**src/rtl/dram_bank_pkg.sv**
```systemverilog
package dram_bank_pkg;
  localparam int XLINES = 2;
  localparam int BANK_W = 3;
  typedef logic [XLINES-1:0] xpair_t;
  typedef logic [BANK_W-1:0] bank_t;

  function automatic bank_t fold_bank(input bank_t b);
    if (b == 3'd5) return 3'd4;
    if (b >= 3'd6) return 3'd0;
    return b;
  endfunction
endpackage

```
**src/rtl/bank_port.sv**
```systemverilog
module bank_port
  import dram_bank_pkg::*;
#(
  parameter int AW = 8,
  parameter int DW = 8,
  parameter logic [AW-1:0] DATA_ADDR = 8'h57,
  parameter logic [AW-1:0] CMD_ADDR = 8'h54,
  parameter int POS_LO = 4,
  parameter int POS_MID = 6,
  parameter int POS_HI = 7
) (
  input  logic          clk,
  input  logic          rst,
  input  logic          we_i,
  input  logic [AW-1:0] addr_i,
  input  logic [DW-1:0] data_i,
  output bank_t         bank_o
);
  localparam int SELW = $clog2(DW);
  logic [SELW-1:0] cmd_sel;
  logic            cmd_ok;

  assign cmd_sel = data_i[SELW:1];
  assign cmd_ok  = we_i && (addr_i == CMD_ADDR) && !data_i[DW-1];

  always_ff @(posedge clk) begin
    if (rst) begin
      bank_o <= '0;
    end else if (we_i && addr_i == DATA_ADDR) begin
      bank_o <= {data_i[POS_HI], data_i[POS_MID], data_i[POS_LO]};
    end else if (cmd_ok) begin
      if (cmd_sel == SELW'(POS_LO))  bank_o[0] <= data_i[0];
      if (cmd_sel == SELW'(POS_MID)) bank_o[1] <= data_i[0];
      if (cmd_sel == SELW'(POS_HI))  bank_o[2] <= data_i[0];
    end
  end

  // writes that hit neither port leave the bank alone
  a_r4_foreign_write_ignored: assert property (@(posedge clk) disable iff (rst)
    (!we_i || (addr_i != DATA_ADDR && addr_i != CMD_ADDR)) |=> $stable(bank_o));
  // a bit command never touches more than one bank bit
  a_r3_single_bit: assert property (@(posedge clk) disable iff (rst)
    (we_i && addr_i == CMD_ADDR) |=> $countones(bank_o ^ $past(bank_o)) <= 1);
endmodule

```
**src/rtl/seg_map.sv**
```systemverilog
module seg_map
  import dram_bank_pkg::*;
(
  input  bank_t  bank_i,
  input  xpair_t cpu_hi_i,
  output xpair_t code_o,
  output xpair_t slot_o
);
  bank_t eff;
  assign eff = fold_bank(bank_i);

  always_comb begin
    if (cpu_hi_i == '1) begin
      code_o = '0;
      slot_o = '1;
    end else if (eff == 3'd4) begin
      code_o = cpu_hi_i + 1'b1;
      slot_o = '1;
    end else begin
      code_o = eff[XLINES-1:0];
      slot_o = cpu_hi_i;
    end
  end
endmodule

```
**src/rtl/refresh_ctr.sv**
```systemverilog
module refresh_ctr #(
  parameter int CW = 2
) (
  input  logic          clk,
  input  logic          rst,
  input  logic          rfsh_i,
  output logic [CW-1:0] cnt_o
);
  logic rfsh_q;
  logic done;
  assign done = rfsh_q && !rfsh_i;

  always_ff @(posedge clk) begin
    if (rst) begin
      rfsh_q <= 1'b0;
      cnt_o  <= '0;
    end else begin
      rfsh_q <= rfsh_i;
      if (done) cnt_o <= cnt_o + 1'b1;
    end
  end

  // one step per finished refresh strobe, none otherwise
  a_r10_step: assert property (@(posedge clk) disable iff (rst)
    done |=> cnt_o == $past(cnt_o) + 1'b1);
  a_r10_hold: assert property (@(posedge clk) disable iff (rst)
    !done |=> $stable(cnt_o));
endmodule

```
**src/rtl/dram_bank_expander.sv**
```systemverilog
module dram_bank_expander
  import dram_bank_pkg::*;
#(
  parameter int AW = 8,
  parameter int DW = 8,
  parameter logic [AW-1:0] DATA_ADDR = 8'h57,
  parameter logic [AW-1:0] CMD_ADDR = 8'h54
) (
  input  logic          clk,
  input  logic          rst,
  input  logic          io_we_i,
  input  logic [AW-1:0] io_addr_i,
  input  logic [DW-1:0] io_data_i,
  input  logic [1:0]    cpu_hi_i,
  input  logic          row_sel_i,
  input  logic          rfsh_i,
  output logic [1:0]    xaddr_o
);
  bank_t  bank;
  xpair_t code, slot, rcnt;

  bank_port #(.AW(AW), .DW(DW), .DATA_ADDR(DATA_ADDR), .CMD_ADDR(CMD_ADDR))
    u_port (.clk(clk), .rst(rst), .we_i(io_we_i), .addr_i(io_addr_i),
            .data_i(io_data_i), .bank_o(bank));

  seg_map u_map (.bank_i(bank), .cpu_hi_i(cpu_hi_i), .code_o(code), .slot_o(slot));

  refresh_ctr #(.CW(XLINES)) u_rc (.clk(clk), .rst(rst), .rfsh_i(rfsh_i), .cnt_o(rcnt));

  for (genvar g = 0; g < XLINES; g++) begin : g_line
    always_ff @(posedge clk) begin
      if (rst)            xaddr_o[g] <= 1'b0;
      else if (rfsh_i)    xaddr_o[g] <= rcnt[g];
      else if (row_sel_i) xaddr_o[g] <= code[g];
      else                xaddr_o[g] <= slot[g];
    end
  end

  // common area is bank independent
  a_r8_common_row: assert property (@(posedge clk) disable iff (rst)
    (!rfsh_i && cpu_hi_i == 2'b11 && row_sel_i) |=> xaddr_o == 2'b00);
  a_r8_common_col: assert property (@(posedge clk) disable iff (rst)
    (!rfsh_i && cpu_hi_i == 2'b11 && !row_sel_i) |=> xaddr_o == 2'b11);
  // refresh drives the counter onto the lines
  a_r9_refresh: assert property (@(posedge clk) disable iff (rst)
    rfsh_i |=> xaddr_o == $past(rcnt));
  // bank 4 column half always uses slot 3
  a_r6_bank4_col: assert property (@(posedge clk) disable iff (rst)
    (!rfsh_i && !row_sel_i && bank == 3'd4) |=> xaddr_o == 2'b11);
endmodule

```
**config.mk**
```make
export PLATFORM = sky130hd
export DESIGN_NAME = dram_bank_expander
export DESIGN_NICKNAME = d
export VERILOG_FILES = /design/src/rtl/dram_bank_pkg.sv /design/src/rtl/bank_port.sv /design/src/rtl/seg_map.sv /design/src/rtl/refresh_ctr.sv /design/src/rtl/dram_bank_expander.sv
export SDC_FILE = /design/constraint.sdc
export NUM_CORES = 1
export LEC_CHECK = 0
export ABC_AREA = 1
export BUFFER_PORTS_ARGS = -buffer_cell sky130_fd_sc_hd__buf_2
export CORE_MARGIN = 5
export CORE_UTILIZATION = 45
export DETAILED_ROUTE_END_ITERATION = 10
export HOLD_SLACK_MARGIN = 0.06
export PLACE_DENSITY = 0.82
export SLEW_MARGIN = 20
export SYNTH_ARGS = -nofsm -noshare
export SYNTH_HDL_FRONTEND = slang
export SYNTH_SLANG_ARGS = --single-unit
```
**constraint.sdc**
```tcl
create_clock -name clk -period 1.1 [get_ports clk]
set_clock_uncertainty 0.05 [all_clocks]
set_input_delay 0.165 -clock clk [delete_from_list [all_inputs] [get_ports clk]]
set_output_delay 0.165 -clock clk [all_outputs]
set_load 0.02 [all_outputs]
```
==> results of run 1 <==
## worst min-delay path by stage
| stage | startpoint | end | depth (start not counted) |
|---|---|---|---|
| 6_report | rfsh_i | u_rc.rfsh_q | 3 |
| 5_1_grt | rfsh_i | u_rc.rfsh_q | 3 |
| 3_3_place_gp | rst | u_rc.rfsh_q | 2 |
| 3_5_place_dp | rst | u_rc.cnt_o[1] | 2 |
| 4_1_cts | rfsh_i | u_rc.rfsh_q | 3 |
| 2_1_floorplan | rst | u_rc.cnt_o[1] | 1 |
## worst max-delay path, cell delays in order, from the launching register on
cell	delay (ns)
dfxtp_2	0.33
inv_2	0.05
nor2_2	0.14
nand2_1	0.06
nand2_1	0.06
nand3_1	0.06
a31oi_1	0.15
## routing by layer
metal / vias to the layer above / track usage
li1: 361 / -
met4: 0 / 0.01705
met2: 14 / 0.2060
met5: - / 0
met3: 2 / 0.04688
met1: 268 / 0.1538
## cell type report
type,count,area (µm²)
fillers,124,504.2
clock buffers,3,22.52
flip-flops and latches,8,161.4
well taps,15,18.77
repair buffers,24,125.1
multi-input cells,68,354.1
inverters,22,82.58
## layout by cell type, fill, tap and decap left out, drive strengths merged, types with 2 or more instances in the layout
cell type,instances
nand4,2
nand3,12
clkbuf,3
nor2,16
buf,23
dfxtp,8
nand2,28
o21ai,4
inv,21
## logic make-up after synthesis
logic type | Yosys count | share of synthesized area
AO/OA/AOI/OAI | 7 | 0.07790
XOR/XNOR | 1 | 0.01474
adder cells (fa/ha/maj) | 1 | 0.02105
buffers and inverters | 22 | 0.1389
flip-flops | 8 | 0.2695
AND/OR/NAND/NOR | 59 | 0.4779
## flip-flops by register name, indices dropped and copies added, names as in the netlist
name           flops
u_rc.cnt_o         2
xaddr_o            2
u_rc.rfsh_q        1
u_port.bank_o      3
## repair_timing
| action | in CTS | in global routing |
|---|---|---|
| hold buffers | 1 | 0 |
| endpoints found under the hold margin | 2 | 0 |
| resized for setup | 0 | 3 |
| setup endpoints to repair | 0 | 1 |
## power breakdown
| part | leakage (nW) | total (mW) | internal, mW | switching (mW) |
|---|---|---|---|---|
| sequential | 0.0658 | 0.302 | 0.299 | 0.00269 |
| combinational | 0.338 | 0.133 | 0.0571 | 0.0754 |
| clock | 0.0138 | 0.214 | 0.124 | 0.0899 |
| total | 0.418 | 0.649 | 0.481 | 0.168 |
==> out/metrics.yaml, run 1 <==
cp-end-kind: "flip-flop"
drcViolationCount: 0
grt_max_degree: 7
gr-total-overflow: 0
placed_cell_area_um2: 728.2
clk_pin_slew_ns: 0.05
viasPerCell: 4.607
antenna_found_initial: 0
path_max_fanout: 3
grt_pass1_wl_mm: 1.959
cts.sinks: 8
r2r_slack_ns: 0.13
finalCritPeriodShare: 0.8831
drv_cap: 0
track_usage: 0.1238
final-hold-violation-count: 0
drtIter0Drc: 5
arrival_ns: 1.10
drv_slew: 0
place_ws_ns: -0.05030
clockBufferDepth: 2
worstSetupEndpoint: "xaddr_o[1]"
drt-pass1-iter-count: 4
synthDistinctLibCells: 20
cts_setup_buffers: 0
worstSkewPairLatency_ns: 0.25
r2r_start: "u_port.bank_o[2]"
wl_per_cell_um: 8.936
coreArea_um2: 1269
wl_met3_um: 59
worst_pin_slew_ns: 0.2088
fin_cells: 140
synth_fp_nets: 122
drive_gt1_frac: 0.3680
rsz0062_at_grt: "false"
placedCellCount: 136
syn_area_per_cell_um2: 6.064
netlist.area_leader.share: 0.2695
synth_edf_count: 0
utilization: 0.6026
r2r-end: "xaddr_o[1]"
final_area_um2: 764.5
root_buffer: "clkbuf_4"
power_density_nw_per_um2: 848.3
setup_tns_ns: 0
synthTopCellsByCount: "25 x nand2_1, 15 x inv_1, 12 x nor2_1"
yosysMostFrequentCell: "nand2_1"
cp-start-kind: "flip-flop"
synth_flop_cell: "dfxtp_1"
start_util: 0.4684
critPathKind: "flip-flop to flip-flop"
cts_buffers: 3
gp_congestion: 0.7833
max_freq_mhz: 1029
yosys.area.top_type: "dfxtp_1"
portBuffers: 23
synth_area_leaders: "dfxtp_1 27%, nand2_1 16%, inv_1 9.5%"
hp-class: "input port to flip-flop"
num_antenna_cells: 0
setup_ws_ns: 0.1286
nNetsFinal: 151
first_global_vias: 520
drt-total-wl_mm: 1.251
rows: 13
detail-route-antenna-nets: 0
min_period_ns: 0.9714
wl_met2_um: 654
synth-warning-count: 0
die_x_um: 46.34
wl_met1_um: 525
dp_hpwl_mm: 1.086
vias: 645
cts_max_level: 1
ys_ff_latch: 8
die_h_um: 46.34
ys_seq_area_frac: 0.2695
async_flop_share: 0
fin_hold_ws_ns: 0.1238
leakage_nw: 0.4176
syn_inst: 98
netlist_area_um2: 594.3
ios: 25
fin_total_pwr_mw: 0.6485
die_area_um2: 2147
slew_headroom: 0.8596
outcome: "complete, no violations"
ir_worst_vdd_v: 0.0007571
worst_ep_required_time_ns: 1.23
reg2regPathDepth: 6
syn2layout_area_growth_pct: 28.63
highest_layer: "met4"
cts_tree: "built"
critPathLaunch: "u_port.bank_o[2]"
setup_viol: 0
Note: power is estimated with default switching activity, not from simulation.
==> inputs of run 2 (changes only) <==
--- a/config.mk
+++ b/config.mk
@@ -7,11 +7,12 @@
 export LEC_CHECK = 0
 export ABC_AREA = 1
 export BUFFER_PORTS_ARGS = -buffer_cell sky130_fd_sc_hd__buf_2
-export CORE_MARGIN = 5
-export CORE_UTILIZATION = 45
+export CORE_AREA = 5 5 42 44
+export CTS_BUF_LIST = sky130_fd_sc_hd__clkbuf_8
 export DETAILED_ROUTE_END_ITERATION = 10
+export DIE_AREA = 0 0 47 49
 export HOLD_SLACK_MARGIN = 0.06
-export PLACE_DENSITY = 0.82
+export PLACE_DENSITY = 0.81
 export SLEW_MARGIN = 20
 export SYNTH_ARGS = -nofsm -noshare
 export SYNTH_HDL_FRONTEND = slang
==> out/metrics.yaml, run 2 (synthesis results as in run 1) <==
outcome: "complete, no violations"
hp-class: "input port to flip-flop"
viasPerCell: 4.621  # +0.31%
drive_gt1_frac: 0.3629  # -0.005097
worst_ep_required_time_ns: 1.21  # -0.02 ns
ios: 25  # unchanged
power_density_nw_per_um2: 999.3  # +18%
wl_met3_um: 70  # +19%
gp_congestion: 0.7978  # +1.9%
rsz0062_at_grt: "false"
dp_hpwl_mm: 1.035  # -4.7%
cp-end-kind: "flip-flop"
r2r-end: "xaddr_o[1]"
fin_cells: 140  # unchanged
holdPathStages: 2  # -1
nNetsFinal: 150  # -0.66%
die_area_um2: 2303  # +7.2%
syn2layout_area_growth_pct: 30.95
slew_headroom: 0.8708  # +0.01117
ir_worst_vdd_v: 0.0006886  # -9.0%
place_ws_ns: -0.03862  # +0.01168 ns
rows: 14  # +1
ctsHoldBuffers: 0  # -1
setup_tns_ns: 0  # unchanged
wl_per_cell_um: 8.429  # -5.7%
vias: 647  # +0.31%
placedCellCount: 137  # +0.74%
cts_setup_buffers: 0  # unchanged
drv_cap: 0  # unchanged
root_buffer: "clkbuf_8"
start_util: 0.4241  # -0.04433
leakage_nw: 0.4209  # +0.81%
setup_ws_ns: 0.1153  # -0.01335 ns
cts_buffers: 3  # unchanged
coreArea_um2: 1401  # +10%
drtIter0Drc: 10  # +5
finalCritPeriodShare: 0.8952  # +0.01213
worstHoldStart: "rst"
hold_end: "u_rc.rfsh_q"
mostFrequentLayoutCells: "25 x nand2_1, 23 x buf_2, 14 x inv_1"
grt_pass1_wl_mm: 2.221  # +13%
first_global_vias: 624  # +20%
cts_tree: "built"
worst_pin_slew_ns: 0.1922  # -0.01662 ns
drt-total-wl_mm: 1.180  # -5.7%
die_h_um: 49  # +5.7%
max_freq_mhz: 1016  # -1.4%
detail-route-antenna-nets: 0  # unchanged
utilization: 0.5554  # -0.04721
critPathKind: "flip-flop to flip-flop"
gr-total-overflow: 0  # unchanged
final-hold-violation-count: 0  # unchanged
num_antenna_cells: 0  # unchanged
worstSkewPairLatency_ns: 0.23  # -0.02 ns
top_regs: "u_port.bank_o x3, u_rc.cnt_o x2, xaddr_o x2"
grt_max_degree: 7  # unchanged
clockBufferDepth: 2  # unchanged
wl_met1_um: 501  # -4.6%
setup_viol: 0  # unchanged
min_period_ns: 0.9847  # +0.01334 ns
highest_layer: "met3"
reg2regPathDepth: 6  # unchanged
antenna_found_initial: 0  # unchanged
cp-start-kind: "flip-flop"
drt-pass1-iter-count: 4  # unchanged
max_flop_register: "u_port.bank_o"
cts.sinks: 8  # unchanged
clk_pin_slew_ns: 0.04  # about the same
arrival_ns: 1.09  # about the same
track_usage: 0.1270  # +0.003219
r2r_start: "u_port.bank_o[2]"
final_common_cell: "nand2_1"
portBuffers: 23  # unchanged
largest_reg_flops: 3  # unchanged
r2r_slack_ns: 0.12  # about the same
drv_slew: 0  # unchanged
cts_max_level: 1  # unchanged
die_x_um: 47  # +1.4%
path_max_fanout: 3  # unchanged
drcViolationCount: 0  # unchanged
wl_met2_um: 607  # -7.2%
run 2: changes by cell type in the layout (fill, tap and decap cells not counted):
| cell | before | now |
|---|---|---|
| clkbuf_4 | 3 | 0 |
| clkbuf_8 | 0 | 3 |
| dfxtp_1 | 7 | 8 |
| dfxtp_2 | 1 | 0 |
| dlygate4sd3_1 | 1 | 0 |
| nor2_2 | 3 | 2 |
| nor2_4 | 2 | 3 |
run 2: worst max-delay path by stage:
| stage | to | from | slack, ns | cells after the start |
|---|---|---|---|---|
| floorplan | u_port.bank_o[0] | io_addr_i[5] | 0.14 | 9 |
| global placement | u_port.bank_o[2] | io_addr_i[3] | -0.01 | 11 |
| detailed placement | u_port.bank_o[0] | io_addr_i[3] | -0.04 | 11 |
| CTS | xaddr_o[1] | u_port.bank_o[2] | 0.04 | 6 |
| global route | xaddr_o[1] | u_port.bank_o[2] | 0.02 | 6 |
| finish | xaddr_o[1] | u_port.bank_o[2] | 0.12 | 6 |
run 2: what timing repair did:
item | in CTS | in global routing
endpoints found under the setup margin | 0 | 2
resized for setup | 0 | 3
hold endpoints to repair | 0 | 0
run 2: layout make-up:
cell class / instances / area [µm²]
Multi-Input combinational cell: 68 / 359.1
Timing Repair Buffer: 23 / 115.1
Tap cell: 16 / 20.02
Clock buffer: 3 / 41.29
Inverter: 22 / 82.58
Fill cell: 141 / 623.1
Sequential cell: 8 / 160.2
run 2: metal layers:
| layer | vias to the layer above | global-route usage |
|---|---|---|
| li1 | 358 | - |
| met1 | 272 | 0.1571 |
| met2 | 17 | 0.1923 |
| met3 | 0 | 0.04797 |
| met4 | 0 | 0.05069 |
| met5 | - | 0 |
run 2: critical path, cell delays in order, from the launching register on:
cell,delay (ns)
dfxtp_1,0.33
inv_2,0.06
nor2_4,0.12
nand2_1,0.06
nand2_1,0.05
nand3_1,0.07
a31oi_1,0.16
run 2: where the power goes:
part / internal [mW] / total, mW / leakage (nW) / switching [mW]
registers: 0.300 / 0.303 / 0.0653 / 0.00307
logic: 0.0546 / 0.128 / 0.334 / 0.0730
clock network: 0.237 / 0.347 / 0.0216 / 0.110
run 2: metrics by stage:
step                hold slack [ns]  instance area, µm²  total power [mW]
detailed placement           0.3132               729.5            0.4365
global placement             0.3027               729.5            0.4323
floorplan                    0.1874               594.3            0.3770
CTS                         0.07858               770.7            0.7864
global route                0.08319               778.2            0.8213
finish                      0.07762               778.2            0.7777
